File: config.mk
export PLATFORM = sky130hd
export DESIGN_NAME = acc_seq
export DESIGN_NICKNAME = d
export VERILOG_FILES = /design/src/rtl/acc_seq_pkg.sv /design/src/rtl/acc_seq_dec.sv /design/src/rtl/acc_seq_alu.sv /design/src/rtl/acc_seq.sv
export SDC_FILE = /design/constraint.sdc
export NUM_CORES = 1
export LEC_CHECK = 0
export BUFFER_PORTS_ARGS = -buffer_cell sky130_fd_sc_hd__buf_2
export CORE_MARGIN = 2
export CORE_UTILIZATION = 35
export DETAILED_ROUTE_END_ITERATION = 10
export PLACE_DENSITY = 0.59
export RECOVER_POWER = 100
export SLEW_MARGIN = 20
export SYNTH_ARGS = -nofsm -noshare
export SYNTH_HDL_FRONTEND = slang
export SYNTH_HIERARCHICAL = 1
export SYNTH_SLANG_ARGS = --single-unit
File: constraint.sdc
create_clock -name clk -period 3.8 [get_ports clk]
set_input_delay 0.76 -clock clk [delete_from_list [all_inputs] [get_ports clk]]
set_output_delay 0.76 -clock clk [all_outputs]
set_load 0.01 [all_outputs]
File: src/rtl/acc_seq_pkg.sv
package acc_seq_pkg;

    localparam int OPW = 8;

    localparam logic [OPW-1:0] OP_ADD_IMM = 8'h8B;
    localparam logic [OPW-1:0] OP_ADD_DIR = 8'h9B;
    localparam logic [OPW-1:0] OP_ADD_EXT = 8'hBB;
    localparam logic [OPW-1:0] OP_ADD_IDX = 8'hAB;
    localparam logic [OPW-1:0] OP_LD_IMM  = 8'h86;
    localparam logic [OPW-1:0] OP_LD_DIR  = 8'h96;
    localparam logic [OPW-1:0] OP_LD_EXT  = 8'hB6;
    localparam logic [OPW-1:0] OP_LD_IDX  = 8'hA6;
    localparam logic [OPW-1:0] OP_CLR     = 8'h4F;

    typedef enum logic [2:0] {
        ST_FETCH, ST_IMM, ST_ADRH, ST_ADRL, ST_EAX, ST_EXEC, ST_INH
    } st_t;

    typedef enum logic [1:0] {OPK_NOP, OPK_ADD, OPK_LOAD, OPK_CLR} opk_t;

    typedef enum logic [2:0] {AM_INH, AM_IMM, AM_DIR, AM_EXT, AM_IDX} am_t;

    typedef struct packed {
        logic n;
        logic z;
        logic v;
        logic c;
    } ccr_t;

endpackage

File: src/rtl/acc_seq_dec.sv
module acc_seq_dec
    import acc_seq_pkg::*;
(
    input  logic [OPW-1:0] opcode,
    output opk_t           kind,
    output am_t            mode
);
    always_comb begin
        kind = OPK_NOP;
        mode = AM_INH;
        case (opcode)
            OP_ADD_IMM: begin kind = OPK_ADD;  mode = AM_IMM; end
            OP_ADD_DIR: begin kind = OPK_ADD;  mode = AM_DIR; end
            OP_ADD_EXT: begin kind = OPK_ADD;  mode = AM_EXT; end
            OP_ADD_IDX: begin kind = OPK_ADD;  mode = AM_IDX; end
            OP_LD_IMM:  begin kind = OPK_LOAD; mode = AM_IMM; end
            OP_LD_DIR:  begin kind = OPK_LOAD; mode = AM_DIR; end
            OP_LD_EXT:  begin kind = OPK_LOAD; mode = AM_EXT; end
            OP_LD_IDX:  begin kind = OPK_LOAD; mode = AM_IDX; end
            OP_CLR:     begin kind = OPK_CLR;  mode = AM_INH; end
            default:    begin kind = OPK_NOP;  mode = AM_INH; end
        endcase
    end
endmodule

File: src/rtl/acc_seq_alu.sv
module acc_seq_alu
    import acc_seq_pkg::*;
#(
    parameter int DW = 8
) (
    input  opk_t          kind,
    input  logic [DW-1:0] a,
    input  logic [DW-1:0] b,
    input  ccr_t          f_in,
    output logic [DW-1:0] res,
    output ccr_t          f_out
);
    logic [DW:0] sum;

    assign sum = {1'b0, a} + {1'b0, b};

    always_comb begin
        res   = a;
        f_out = f_in;
        unique case (kind)
            OPK_ADD: begin
                res     = sum[DW-1:0];
                f_out.n = sum[DW-1];
                f_out.z = (sum[DW-1:0] == '0);
                f_out.v = (a[DW-1] == b[DW-1]) && (sum[DW-1] != a[DW-1]);
                f_out.c = sum[DW];
            end
            OPK_LOAD: begin
                res     = b;
                f_out.n = b[DW-1];
                f_out.z = (b == '0);
                f_out.v = 1'b0;
            end
            OPK_CLR: begin
                res   = '0;
                f_out = '{n: 1'b0, z: 1'b1, v: 1'b0, c: 1'b0};
            end
            OPK_NOP: begin
                res   = a;
                f_out = f_in;
            end
        endcase
    end
endmodule

File: src/rtl/acc_seq.sv
module acc_seq
    import acc_seq_pkg::*;
#(
    parameter int AW = 16,
    parameter int DW = 8
) (
    input  logic          clk,
    input  logic          rst_n,
    input  logic [AW-1:0] rst_addr,
    output logic [AW-1:0] mem_addr,
    input  logic [DW-1:0] mem_rdata,
    input  logic          x_load,
    input  logic [AW-1:0] x_value,
    output logic [DW-1:0] acc,
    output logic [3:0]    flags,
    output logic          done
);
    localparam int HI = AW - DW;

    st_t           st_q, st_d;
    opk_t          kind_q, dec_kind;
    am_t           mode_q, dec_mode;
    logic [AW-1:0] pc_q, x_q, thr_q;
    logic [DW-1:0] acc_q, alu_res;
    ccr_t          ccr_q, alu_f;
    logic          pc_inc, exec;

    acc_seq_dec u_dec (
        .opcode (mem_rdata[OPW-1:0]),
        .kind   (dec_kind),
        .mode   (dec_mode)
    );

    acc_seq_alu #(.DW(DW)) u_alu (
        .kind  (kind_q),
        .a     (acc_q),
        .b     (mem_rdata),
        .f_in  (ccr_q),
        .res   (alu_res),
        .f_out (alu_f)
    );

    // state register
    always_ff @(posedge clk) begin
        if (!rst_n) st_q <= ST_FETCH;
        else        st_q <= st_d;
    end

    // next state and outputs
    always_comb begin
        st_d     = st_q;
        mem_addr = pc_q;
        pc_inc   = 1'b0;
        exec     = 1'b0;
        done     = 1'b0;
        unique case (st_q)
            ST_FETCH: begin
                pc_inc = 1'b1;
                unique case (dec_mode)
                    AM_IMM:         st_d = ST_IMM;
                    AM_DIR, AM_IDX: st_d = ST_ADRL;
                    AM_EXT:         st_d = ST_ADRH;
                    AM_INH:         st_d = ST_INH;
                    default:        st_d = ST_INH;
                endcase
            end
            ST_IMM: begin
                pc_inc = 1'b1;
                exec   = 1'b1;
                done   = 1'b1;
                st_d   = ST_FETCH;
            end
            ST_ADRH: begin
                pc_inc = 1'b1;
                st_d   = ST_ADRL;
            end
            ST_ADRL: begin
                pc_inc = 1'b1;
                st_d   = (mode_q == AM_IDX) ? ST_EAX : ST_EXEC;
            end
            ST_EAX: begin
                mem_addr = thr_q;
                st_d     = ST_EXEC;
            end
            ST_EXEC: begin
                mem_addr = thr_q;
                exec     = 1'b1;
                done     = 1'b1;
                st_d     = ST_FETCH;
            end
            ST_INH: begin
                exec = 1'b1;
                done = 1'b1;
                st_d = ST_FETCH;
            end
            default: st_d = ST_FETCH;
        endcase
    end

    // datapath registers
    always_ff @(posedge clk) begin
        if (!rst_n) begin
            pc_q   <= rst_addr;
            x_q    <= '0;
            thr_q  <= '0;
            acc_q  <= '0;
            ccr_q  <= '0;
            kind_q <= OPK_NOP;
            mode_q <= AM_INH;
        end else begin
            if (x_load) x_q <= x_value;
            if (pc_inc) pc_q <= pc_q + 1'b1;
            if (st_q == ST_FETCH) begin
                kind_q <= dec_kind;
                mode_q <= dec_mode;
            end
            case (st_q)
                ST_ADRH: thr_q[AW-1 -: DW] <= mem_rdata;
                ST_ADRL: begin
                    if (mode_q == AM_EXT) thr_q[DW-1:0] <= mem_rdata;
                    else                  thr_q <= {{HI{1'b0}}, mem_rdata};
                end
                ST_EAX:  thr_q <= thr_q + x_q;
                default: ;
            endcase
            if (exec) begin
                acc_q <= alu_res;
                ccr_q <= alu_f;
            end
        end
    end

    assign acc   = acc_q;
    assign flags = ccr_q;

endmodule

# Word-level counts from Yosys, hierarchy flattened
# Index checks and enable logic that the tools add are counted.
dict set report word_totals {
  register_bits 68
  input_bits 43
  wordCells 81
  out_inout_bits 29
}
dict set report op_classes {
  bitwise 1
  muxes 16
  n_eq_ne 28
  n_reduce_logical 21
  add_sub_neg 3
}
# op count
set op_table {}
lappend op_table {{$eq 8x8->1 const B} 8}
lappend op_table {{$mux 16} 3}
lappend op_table {{$pmux 8 s3} 2}
lappend op_table {{$pmux 3 s4} 2}
lappend op_table {{$pmux 3 s3} 2}
lappend op_table {{$add 16x1->16 const B} 1}
lappend op_table {{$add 16x16->16} 1}
lappend op_table {{$logic_not 8->1} 2}
lappend op_table {{$pmux 8 s2} 1}
lappend op_table {{$eq 3x2->1 const B} 5}
lappend op_table {{$eq 3x3->1 const B} 5}
lappend op_table {{$reduce_or 2->1} 6}
lappend op_table {{$reduce_or 4->1} 3}
lappend op_table {{$add 8x8->9} 1}
lappend op_table {{$eq 8x7->1 const B} 1}
lappend op_table {{$mux 8} 1}
lappend op_table {{$eq 3x1->1 const B} 2}
lappend op_table {{$pmux 2 s3} 1}
lappend op_table {{$reduce_and 2->1} 3}
lappend op_table {{$eq 2x2->1 const B} 2}
lappend op_table {{$reduce_bool 2->1} 2}
lappend op_table {{$logic_not 3->1} 1}
lappend op_table {{$mux 1} 3}
lappend op_table {{$reduce_bool 3->1} 1}
lappend op_table {{other kinds (10)} 10}

# Longest topological paths before layout
dict set report depth {
  depth_word 7
  mapped_depth 10
  mapped_depth_nobuf 10
}

# By module
# Netlist, hierarchy kept.
# mod cells_each seq_area_each_um2 area_per_inst_um2 n_inst
set by_module_without_submodules {}
lappend by_module_without_submodules {acc_seq 424 1521.5 3955.0 1}
lappend by_module_without_submodules {acc_seq_alu 80 0.0 596.8 1}
lappend by_module_without_submodules {acc_seq_dec 17 0.0 118.9 1}

# Worst setup path after synthesis
# Ideal clock, no wire load.
dict set report synth_path {
  kind {input to register}
  from {input mem_rdata[0]}
  to {register ccr_q, in the netlist flags[2]}
  required_time_ns 3.735
  t_arrival_ns 2.563
  setup_time_ns 0.065
  setup_slack_ns 1.172
  n_path_buf 0
  stages 9
  cell_sequence {ha_1 -> fa_1 -> a21o_1 -> a221oi_1 -> xnor2_1 -> nand4b_1 -> o31ai_1 -> mux2i_1 -> nor2b_1}
}
# element line
set synth_lines {}
lappend synth_lines {{start: declaration} acc_seq.sv:11} ;# input logic [DW-1:0] mem_rdata,
lappend synth_lines {{end signal: assignment} acc_seq.sv:128} ;# ccr_q <= alu_f;
lappend synth_lines {{end: declaration} acc_seq.sv:25} ;# ccr_t ccr_q, alu_f;

# Worst setup path in the final report
dict set report layout_path {
  from {register st_q[0]}
  to {output done}
}
dict set report layout_via {
  elab_chain_cells 3
  elab_cells_between_ends 5
  classes_between {eq/ne: 3; mux: 1; reduce/logical: 1}
}
# element line
set layout_lines {}
lappend layout_lines {{start: declaration} acc_seq.sv:20} ;# st_t st_q, st_d;
lappend layout_lines {{start signal: assignment} acc_seq.sv:46} ;# else st_q <= st_d;
lappend layout_lines {{$eq 3x3->1 / $eq 3x1->1 (equally long branches)} acc_seq.sv:56} ;# unique case (st_q)
lappend layout_lines {{$reduce_or 3->1 (no source line) *} --}
lappend layout_lines {{$mux 1 *} acc_seq.sv:56}
lappend layout_lines {{end: declaration} acc_seq.sv:16} ;# output logic done
# Every way passes the cells marked *; elsewhere a longest branch is shown, timed or not.

==> flow_metrics.tcl <==
set metrics [dict create \
    layout_common_cells "dfxtp_1 (52), nand2_1 (48), mux2i_1 (44)" \
    setup_viol 0 \
    ys_warn_count 6 \
    fin_tns_setup_ns 0 \
    synth_flop_cell "dfxtp_1" \
    multiInputGateArea_um2 3000 \
    cts_tree "done" \
    slowest_delay_ns 0.77 \
    syn_area_per_cell_um2 8.96 \
    ys_async_sr_fraction 0 \
    status "complete, no violations" \
    cts-resized-gates 0 \
    grt_start_max_net_pins 56 \
    grt_pass1_wl_um 19700 \
    ys_seq_area_frac 0.326 \
    synth_top_cell_by_area "dfxtp_1" \
    r2r_slack_ns 0.92 \
    place_hpwl_um 8650 \
    fillers 1368 \
    io_buffers 71 \
    clockRootBuffer "clkbuf_16" \
    cp.required_ns 3.04 \
    power_frac_clock 0.249 \
    synth_cells 521 \
    grt_antenna_before_repair 0 \
    cts_buffers 9 \
    die_area_um2 14300 \
    clock_path_buffers 2 \
    fmax_ghz 0.335 \
    power_frac_seq 0.358 \
    worstReg2RegStart "st_q[2]" \
    p_per_area_nw_per_um2 566 \
    nNetsFinal 653 \
    dp.cells 749 \
    drive_gt1_frac 0.149 \
    p_int_mw 1.86 \
    worstSetupEndpointType "output pin" \
    worstSetupPathType "reg2out" \
    tightest_slew_ns 1.28 \
    drt_pre_antenna_iters 5 \
    skew_ns 0.00983 \
    yosysUniqueCellTypes 67 \
    worst_ep_arrival_time_ns 2.23 \
    slew_viol_final 0 \
    wire_per_inst_um 15.9 \
    cts.sinks 68 \
    num_vias 4042 \
    pin_count 72 \
    synth_edf_count 16 \
    start_kind "flop" \
    period_minus_slack_ns 2.99 \
    utilization 0.409 \
    post_cts_buffers 0 \
    ys_top_cells_by_area "dfxtp_1 (22%), edfxtp_1 (10%), mux2i_1 (9.4%), ha_1 (6.4%), nor2b_1 (5.0%)" \
    vdd_drop_max_v 0.000244 \
    grt_overflow 0 \
    antenna_cells 0 \
    die_x_um 120 \
    cts_hold_buf 0 \
    r2r-end "thr_q[12]" \
    num_rows 42 \
    ys_ff_latch 68 \
    drv_cap 0 \
    p_switching_mw 1.18 \
    grt_usage 0.173 \
    drtAntennaViolNets 0 \
    hold_viol_final 0 \
    path_clk_slew_ns 0.06 \
    grt_pass1_vias 4000 \
    core-area_um2 13100 \
    drc 0 \
    yosys.area.top_type_share 0.223 \
    max_slew_margin 0.146 \
    syn_to_final_growth_pct 14.9 \
    regArea_um2 1520 \
    crit_end "done" \
    gp_congestion 0.881 \
    path_max_fanout 15 \
    cts-htree-levels 3 \
    power_mw 3.04 \
    layout_commonest_cell "dfxtp_1" \
    clkLatencyLatePin_ns 0.34 \
    synth_area_um2 4670 \
    leakage_nw 2.23 \
    fin_crit_sh 0.786 \
    combPwrFrac 0.394 \
    fin_cells 765 \
    die_y_um 120 \
    routed_via_density 5.28 \
    drt-total-wl_um 12100 \
    drtIter0Drc 222 \
    synth_nets 590 \
    reg2regPathDepth 5 \
    switching_share 0.387 \
    hp-class "reg2reg" \
    slowest_stage "clkbuf_1" \
    crit_chain "nor2b_1, a21oi_1, clkbuf_1, inv_1, buf_2" \
    cp-startpoint "st_q[0]" \
    rsz0062_at_grt "no" \
    start_util 0.356 \
]
==> worst max-delay path, delay by kind of cell, from the launching register on <==
| kind | cells | cell delay (ns) |
|---|---|---|
| simple gates | 1 | 0.10 |
| flops | 1 | 0.63 |
| buf+inv | 3 | 1.02 |
| compound gates | 1 | 0.15 |
==> stage by stage <==
stage / setup slack [ns] / cell area [um2] / hold WS [ns]
after floorplan: 1.17 / 4670 / 0.489
after global placement: 0.847 / 5180 / 0.513
after detailed placement: 0.822 / 5180 / 0.521
after CTS: 0.905 / 5440 / 0.534
after global routing: 0.577 / 5370 / 0.566
final: 0.813 / 5370 / 0.530
==> cell usage after synthesis (9+ instances only) <==
library cell / number
nand3_1: 25
clkbuf_1: 9
nor2b_1: 37
dfxtp_1: 52
nand2_1: 48
xor2_1: 17
inv_1: 11
mux2i_1: 44
o21ai_0: 19
xnor2_1: 15
ha_1: 24
nor2_1: 30
mux2_2: 18
a21oi_1: 37
edfxtp_1: 16
==> state kept, by name, summed over array words and instances (netlist names) <==
name    count
st_q        3
kind_q      2
mode_q      3
flags       4
thr_q      16
pc_q       16
x_q        16
acc         8
==> worst min-delay path by stage <==
stage	start	end	slack, ns	cells past startpoint
5_1_grt	x_q[12]	x_q[12]	0.57	2
3_3_place_gp	x_q[8]	x_q[8]	0.51	2
6_report	x_q[7]	x_q[7]	0.53	2
4_1_cts	x_q[7]	x_q[7]	0.53	2
2_1_floorplan	x_q[10]	x_q[10]	0.49	2
3_5_place_dp	x_q[7]	x_q[7]	0.52	2
==> cell families after synthesis <==
family	after synthesis	share of synthesized area
adder cells (fa/ha/maj)	26	0.0729
AND/OR/NAND/NOR	188	0.214
XOR/XNOR	32	0.0600
AO/OA/AOI/OAI	113	0.160
flip-flops	68	0.326
buffers and inverters	32	0.0297
multiplexers	62	0.138
==> metal layers <==
metal / GRT usage / vias up / part of all wire
met5: 0 / - / 0
met4: 0.0537 / 0 / 0.015
met3: 0.0337 / 16 / 0.035
met2: 0.301 / 78 / 0.50
met1: 0.215 / 1942 / 0.45
li1: - / 2006 / -
==> power groups by stage <==
stage,combinational [mW],sequential (mW),clock [mW]
global route,1.33,1.11,0.799
detailed placement,1.22,1.10,0
global placement,1.20,1.09,0
CTS,1.23,1.09,0.773
finish,1.20,1.09,0.755
floorplan,0.952,1.01,0
==> final cells by class <==
class                           count  area share
Clock inverter                      5     0.00559
Sequential cell                    68       0.283
Inverter                           11     0.00769
Clock buffer                       11      0.0433
Tap cell                          176      0.0410
Multi-Input combinational cell    421       0.558
Timing Repair Buffer               73      0.0606
Note: power is estimated with default switching activity, not from simulation.
